--- config.mk ---
export PLATFORM = sky130hd
export DESIGN_NAME = lbshift
export DESIGN_NICKNAME = d
export VERILOG_FILES = /design/src/rtl/lbshift_pkg.sv /design/src/rtl/lbshift_stage.sv /design/src/rtl/lbshift_flow.sv /design/src/rtl/lbshift.sv
export SDC_FILE = /design/constraint.sdc
export NUM_CORES = 1
export LEC_CHECK = 0
export BUFFER_PORTS_ARGS = -buffer_cell sky130_fd_sc_hd__buf_4
export CAP_MARGIN = 20
export CELL_PAD_IN_SITES_DETAIL_PLACEMENT = 1
export CELL_PAD_IN_SITES_GLOBAL_PLACEMENT = 2
export CORE_MARGIN = 1.5
export CORE_UTILIZATION = 30
export DETAILED_ROUTE_END_ITERATION = 6
export PLACE_DENSITY = 0.9
export SYNTH_ARGS = -nofsm -noshare
export SYNTH_HDL_FRONTEND = slang
export SYNTH_HIERARCHICAL = 1
export SYNTH_SLANG_ARGS = --single-unit
--- constraint.sdc ---
create_clock -name vclk -period 3.1
set_input_delay 0.155 -clock vclk [all_inputs]
set_output_delay 0.155 -clock vclk [all_outputs]
set_load 0.1 [all_outputs]
--- src/rtl/lbshift_pkg.sv ---
`timescale 1ns/1ps
package lbshift_pkg;
  // Direction encoding of the in_left pin.
  typedef enum logic {
    MOVE_RIGHT = 1'b0,
    MOVE_LEFT  = 1'b1
  } move_dir_e;
endpackage

--- src/rtl/lbshift_stage.sv ---
`timescale 1ns/1ps
// One power-of-two stage of the cascade.
module lbshift_stage #(
  parameter int W  = 16,
  parameter int SH = 1
) (
  input  logic                     en,
  input  lbshift_pkg::move_dir_e   dir,
  input  logic                     sign,
  input  logic [W-1:0]             d,
  output logic [W-1:0]             q
);
  logic [W-1:0] to_left;
  logic [W-1:0] to_right;

  // Zero enters from the bottom on a left move.
  assign to_left  = {d[W-1-SH:0], {SH{1'b0}}};
  // The original top bit enters from the top on a right move.
  assign to_right = {{SH{sign}}, d[W-1:SH]};

  always_comb begin
    if (!en) begin
      q = d;
    end else if (dir == lbshift_pkg::MOVE_LEFT) begin
      q = to_left;
    end else begin
      q = to_right;
    end
  end
endmodule

--- src/rtl/lbshift_flow.sv ---
`timescale 1ns/1ps
// Stream flags for a block with no storage: both pass straight through.
module lbshift_flow (
  input  logic in_valid,
  input  logic out_ready,
  output logic out_valid,
  output logic in_ready
);
  assign out_valid = in_valid;
  assign in_ready  = out_ready;
endmodule

--- src/rtl/lbshift.sv ---
`timescale 1ns/1ps
module lbshift #(
  parameter int W  = 16,
  parameter int AW = $clog2(W)
) (
  input  logic          in_valid,
  output logic          in_ready,
  input  logic [W-1:0]  in_data,
  input  logic [AW-1:0] in_amt,
  input  logic          in_left,
  output logic          out_valid,
  input  logic          out_ready,
  output logic [W-1:0]  out_data
);
  localparam int NSTAGE = AW;

  lbshift_pkg::move_dir_e dir;
  logic                   sign_bit;
  logic [W-1:0]           tap [NSTAGE+1];

  assign dir      = lbshift_pkg::move_dir_e'(in_left);
  assign sign_bit = in_data[W-1];
  assign tap[0]   = in_data;

  // Stage i moves by 2**i when distance bit i is set.
  for (genvar i = 0; i < NSTAGE; i++) begin : g_stage
    lbshift_stage #(
      .W  (W),
      .SH (1 << i)
    ) u_stage (
      .en   (in_amt[i]),
      .dir  (dir),
      .sign (sign_bit),
      .d    (tap[i]),
      .q    (tap[i+1])
    );
  end

  assign out_data = tap[NSTAGE];

  lbshift_flow u_flow (
    .in_valid  (in_valid),
    .out_ready (out_ready),
    .out_valid (out_valid),
    .in_ready  (in_ready)
  );
endmodule

# Yosys cells after proc, flatten, opt, wreduce, memory -nomap -nowiden
# Index checks and enable logic that the tools add are counted.
totals:
  reg_bits: 0
  inputBits: 23
  out_inout_bits: 18
  word_cells: 8
classes:
  n_mux: 8
ops:
  columns: ["operator", "n"]
  rows:
  - ["two-way mux 16 bit", 8]

# Logic depth before layout (Yosys ltp)
# Gate-level depths: netlist (run 1).
logic_depth:
  ltp_word: 8
  mapped_depth: 10
  ltp_nobuf: 8

# Modules after synthesis
# The synthesis (run 1) kept the hierarchy.
modules_own_cells:
  columns: ["mod", "n_inst", "cells_per_inst", "area_each_um2", "seq_area_each_um2"]
  rows:
  - ["lbshift_stage (g_stage[0].u_stage)", 1, 53, 344.1, 0.0]
  - ["lbshift_stage (g_stage[1].u_stage)", 1, 51, 337.8, 0.0]
  - ["lbshift_stage (g_stage[2].u_stage)", 1, 46, 296.5, 0.0]
  - ["lbshift_stage (g_stage[3].u_stage)", 1, 41, 274.0, 0.0]
  - ["lbshift_flow", 1, 2, 15.0, 0.0]

# Worst setup path after synthesis (run 1)
# OpenSTA, ideal clock, no wires.
synth_timing:
  path_type: "input port to output port"
  startpoint: "in in_left"
  endpoint: "out out_data[13]"
  t_arrival_ns: 2.933
  required_time_ns: 2.945
  slack_ns: 0.012
  stages: 10
  path_buffers: 2
  cell_sequence: "buf_6 > buf_12 > mux2i_1 > a21oi_1 > mux2i_1 > a21oi_1 > mux2i_1 > a21oi_1 > nor2_1 > a31oi_1"
synth_rtl:
  columns: ["element", "line", "text"]
  rows:
  - ["start: declaration", "lbshift.sv:10", "input logic in_left,"]
  - ["end: declaration", "lbshift.sv:13", "output logic [W-1:0] out_data"]

==> results.md, run 1 <==
* WP data arrival at 2.43 ns
* Layout cells sized above 1 at roughly a fifth
* Met1 Use GR at between 20 and 25%
* Number of global-route vias before repair at 1,250
* Setup TNS at 0 ns
* WS Path Type: input port to primary output
* Wire per inst at ~13 µm
* Synth cell types at 20
* Final Hold Fails at 0
* PD cells at about 330 nW/µm²
* Max-cap violations at 0
* HP Class: input port to primary output
* Placed wire-length estimate at 2720 µm
* Vias post-DR at 1,381
* Area grow syn2layout at 13.4%
* Global-route wire length before repair at slightly below 6000 µm
* Seq cells at 0
* Critical Path RT at just under 3 ns
* Sequential cell area at 0 µm²
* Slew Limit Fails at 0
* Initial Util at 31.5%
* Sequential area share after synthesis at 0%
* Die height at about 68 µm
* Non-filler instance count after layout at 261
* DRC at 0
* Post-Place Cells at about 260
* Remaining Overflow, GRT at 0
* Worst path max stage delay at 0.45 ns
* PortBufs at 37
* Status: finished, final reports clean
* Hold buffers post-CTS at 0
* WL final at around 3500 µm
* # resized after CTS at 0
* Syn_area_per_cell at 6.57 µm²
* Worst Setup End Kind: primary output
* Rel. slew slack at approximately 62%
* Antenna cells at 0
* Clkbuf count at 0
* Startpoint Class: input port
* Slowest CP cell: buf_4
* Buffers inserted by post-CTS timing repair at 0
* Global-route met3 utilization at 0%
* Vias per cell at between 5 and 6
* Crit path max fanout at 37
* Syn_nets at ~220
* Worst Tran Pin Value at 0.574 ns
* Pleak at around 0.72 nW
* RSZ-0062 raised after global routing: no
* Initial antenna violation count at 0
* Area of the die at between 4000 and 5000 µm²
* Nets at roughly 240
* 1st-pass router iterations at 4
* Row Count at 23
* CORE AREA at around 4000 µm²
* Gr usage total at 15.2%
* Multi-input logic area at ~1100 µm²
* Pin count of the biggest net entering global routing at 38
* Final clock period utilization by the worst path at 83.5%
* Syn. warnings at 6
* Routed Antenna Nets at 0
* CP Cell Sequence: buf_4, mux2i_1, a21oi_1, mux2i_1, a21oi_1, mux2i_1, a21oi_1, nor2_1, a31oi_1, buf_4
* Fin crit period at ~2.6 ns
* Placer congestion estimate at 0.743
* Post-synthesis cell area at between 1000 and 1500 µm²
* Max IR drop VDD at a little over 200 µV
* Die extent in x at around 70 µm
* Max Freq at a little under 400 MHz
* FILL cells at between 500 and 600
* DR iter-0 viols at around 70
* GR met2 Demand/Resource at 26.9%
* GRT busiest layer: met2
* Final setup viols at 0
* Synth Instances at 193
* I/O pin count at just over 40
## worst max-delay path: cells and delay by family
| kind | cells | cell delay, ns |
|---|---|---|
| and+or+nand+nor | 1 | 0.08 |
| buffers and inverters | 2 | 0.76 |
| AOI/OAI and AO/OA | 4 | 1.02 |
| muxes | 3 | 0.39 |
## final timing paths
check,start,to,slack (ns),depth (start not counted)
worst max-delay path,in_left,out_data[13],0.51,10
worst min-delay path,out_ready,in_ready,0.31,0
## final cells by class
| type | instances | share of cell area, % |
|---|---|---|
| tap | 50 | 4.35 |
| timing repair buffer | 38 | 19.8 |
| multi-input combinational | 168 | 74.3 |
| inverter | 5 | 1.48 |
## cell usage after synthesis, drive strengths merged
master / n / share of area, %
nor2: 49 / 15
a21oi: 41 / 16
mux2i: 41 / 32
buf: 19 / 14
a22o: 13 / 9.0
a31oi: 8 / 3.9
nand2: 8 / 2.4
inv: 5 / 1.7
and2b: 2 / 1.2
nand3b: 2 / 1.5
o21ai: 2 / 1.1
clkbuf: 1 / 0.30
nand2b: 1 / 1.1
nor2b: 1 / 1.1
## placed cells by master (no fill, tap or decap)
cell type / n
nor2_1: 49
a31oi_1: 8
nand2b_4: 1
o21ai_0: 1
buf_4: 38
a22o_1: 13
inv_4: 1
o21ai_2: 1
nand2_1: 8
nor2b_4: 1
nand3b_1: 1
and2b_1: 2
a21oi_1: 41
mux2i_1: 41
nand3b_2: 1
inv_1: 4
## report_power, final
| group | internal [mW] | total (mW) | switching (mW) |
|---|---|---|---|
| combinational | 0.132 | 0.468 | 0.336 |
| clock | 0 | 0 | 0 |
| sequential | 0 | 0 | 0 |
| total | 0.132 | 0.468 | 0.336 |
## metrics by stage
step	power, mW	worst slack [ns]	area (µm²)	utilization [%]	hold WS (ns)
3_5_place_dp	0.470	0.505	1440	35.7	0.311
2_1_floorplan	0.395	0.0123	1270	-	0.522
5_1_grt	0.503	0.254	1440	35.7	0.310
3_3_place_gp	0.467	0.539	1440	35.7	0.311
6_report	0.468	0.512	1440	35.7	0.310
4_1_cts	0.471	0.500	1440	35.7	0.311
## metal layers
metal / share of wire [%] / vias to the layer above
li1: - / 724
met1: 49 / 649
met2: 49 / 8
met3: 1.4 / 0
met4: 0 / 0
met5: 0 / -
## logic make-up after synthesis
family | share of synthesized area (%)
buffers and inverters | 15.7
AOI/OAI and AO/OA | 30.2
muxes | 32.4
and+or+nand+nor | 21.7
Power figures use the tool's default switching activity.
==> run 2, diff against run 1 <==
--- a/config.mk
+++ b/config.mk
@@ -10,9 +10,9 @@
 export CELL_PAD_IN_SITES_DETAIL_PLACEMENT = 1
 export CELL_PAD_IN_SITES_GLOBAL_PLACEMENT = 2
 export CORE_MARGIN = 1.5
-export CORE_UTILIZATION = 30
+export CORE_UTILIZATION = 28
 export DETAILED_ROUTE_END_ITERATION = 6
-export PLACE_DENSITY = 0.9
+export PLACE_DENSITY = 0.85
 export SYNTH_ARGS = -nofsm -noshare
 export SYNTH_HDL_FRONTEND = slang
 export SYNTH_HIERARCHICAL = 1
==> constraint.sdc (replaced) <==
create_clock -name vclk -period 2.44
set_input_delay 0.122 -clock vclk [all_inputs]
set_output_delay 0.122 -clock vclk [all_outputs]
set_load 0.1 [all_outputs]
==> results.md, run 2 (synthesis gave the netlist of run 1 again) <==
* Pin count of the biggest net entering global routing at 33
* DRC at 0
* Rel. slew slack at 78.1%
* PD cells at approximately 410 nW/µm²
* Max-cap violations at 0
* Commonest non-fill, non-tap cell in the layout: nor2_1
* Wire per inst at between 10 and 15 µm
* Routed Antenna Nets at 0
* DR iter-0 viols at 51
* Pwr Total at approximately 0.63 mW
* Vias post-DR at about 1,400
* Critical Path RT at 2.32 ns
* Placed wire-length estimate at a little under 3000 µm
* Final setup viols at 0
* Crit path max fanout at 17
* Area of the die at a little under 5000 µm²
* FILL cells at around 570
* Remaining Overflow, GRT at 0
* RSZ-0062 raised after global routing: no
* Max IR drop VDD at between 300 and 400 µV
* Hold path start: out_ready
* Row Count at 24
* Initial Util at 29.1%
* Status: finished, final reports clean
* Final clock period utilization by the worst path at between 90% and 100%
* Final Hold Fails at 0
* Final Util at between 30% and 40%
* Clkbuf count at 0
* Pleak at between 0.7 and 0.8 nW
* Most frequent cells in the layout: nor2_1, mux2i_1, a21oi_1, buf_4, a22o_1
* Max Freq at roughly 440 MHz
* Seq cells at 0
* Slew Limit Fails at 0
* WS Path Type: input port to primary output
* HP Class: input port to primary output
* WHS Path Cells at 0
* Worst Tran Pin Value at around 0.33 ns
* Placer congestion estimate at 0.773
* Initial antenna violation count at 0
* Number of global-route vias before repair at approximately 1,300
* Vias per cell at roughly 5.2
* CORE AREA at ~4400 µm²
* Die height at about 70 µm
* Nets at approximately 240
* WL final at about 3800 µm
* WP data arrival at between 2 and 2.5 ns
* Post-placement cell area at 1520 µm²
* PortBufs at 37
* Setup TNS at 0 ns
* Global-route wire length before repair at roughly 6100 µm
* Gr usage total at between 10% and 20%
* Sequential cell area at 0 µm²
* I/O pin count at between 40 and 50
* Die extent in x at ~70 µm
* Area grow syn2layout at 21.4%
* Fin crit period at roughly 2.3 ns
* Endpoint, Worst Hold: in_ready
* Layout cells sized above 1 at 25.9%
* Antenna cells at 0
* Hold buffers post-CTS at 0
* 1st-pass router iterations at 4
* Worst Setup End Kind: primary output
* Post-Layout Inst Area at approximately 1500 µm²
* Startpoint Class: input port
==> run 2: changes by cell type in the layout (fill, tap and decap cells not counted) <==
cell | previous run | this run
a31oi_1 | 8 | 0
a31oi_2 | 0 | 5
a21oi_1 | 41 | 38
a21oi_2 | 0 | 3
a31oi_4 | 0 | 3
buf_6 | 0 | 1
==> run 2: area by class of cell <==
class / count / area [µm²] / area share [%]
tap: 52 / 65.1 / 4.23
inverter: 5 / 21.3 / 1.38
timing repair buffer: 39 / 297 / 19.3
multi-input combinational: 168 / 1160 / 75.1
==> run 2: per-stage QoR <==
step	setup WS, ns	cells	hold WS [ns]
finish	0.147	264	0.244
global route	0.00702	264	0.244
CTS	0.0602	264	0.245
detailed placement	0.0728	264	0.245
global placement	0.126	264	0.245
floorplan	-0.0163	193	0.456
==> run 2: worst max-delay path: stages <==
cell	delay [ns]
buf_4	0.25
mux2i_1	0.12
a21oi_1	0.31
mux2i_1	0.12
a21oi_1	0.29
mux2i_1	0.11
a21oi_1	0.21
nand2_1	0.12
a31oi_4	0.19
buf_4	0.31
==> run 2: timing repair <==
item                                    4_1_cts  5_1_grt
resized for setup                             0        4
endpoints found under the setup margin        0        3
buffers inserted                              0        0
==> run 2: power breakdown <==
part	internal [mW]	leakage (nW)	total, mW	switching [mW]
combinational	0.181	0.734	0.626	0.445
sequential	0	0	0	0
clock	0	0	0	0
==> run 2: worst max path at each step <==
stage               startpoint            to  slack, ns  cells past startpoint
finish                 in_left  out_data[12]       0.15                     10
global route           in_left  out_data[14]      0.007                     11
CTS                    in_left  out_data[14]       0.06                     11
detailed placement     in_left  out_data[14]       0.07                     11
global placement       in_left  out_data[11]       0.13                     10
floorplan              in_left  out_data[13]      -0.02                     10
==> run 2: routing by layer <==
| layer | up-vias | part of all wire (%) | global-route usage, % |
|---|---|---|---|
| met4 | 0 | 0 | 0 |
| met5 | - | 0 | 0 |
| met2 | 7 | 49 | 26.0 |
| li1 | 728 | - | - |
| met1 | 641 | 50 | 20.4 |
| met3 | 0 | 1.0 | 0.144 |
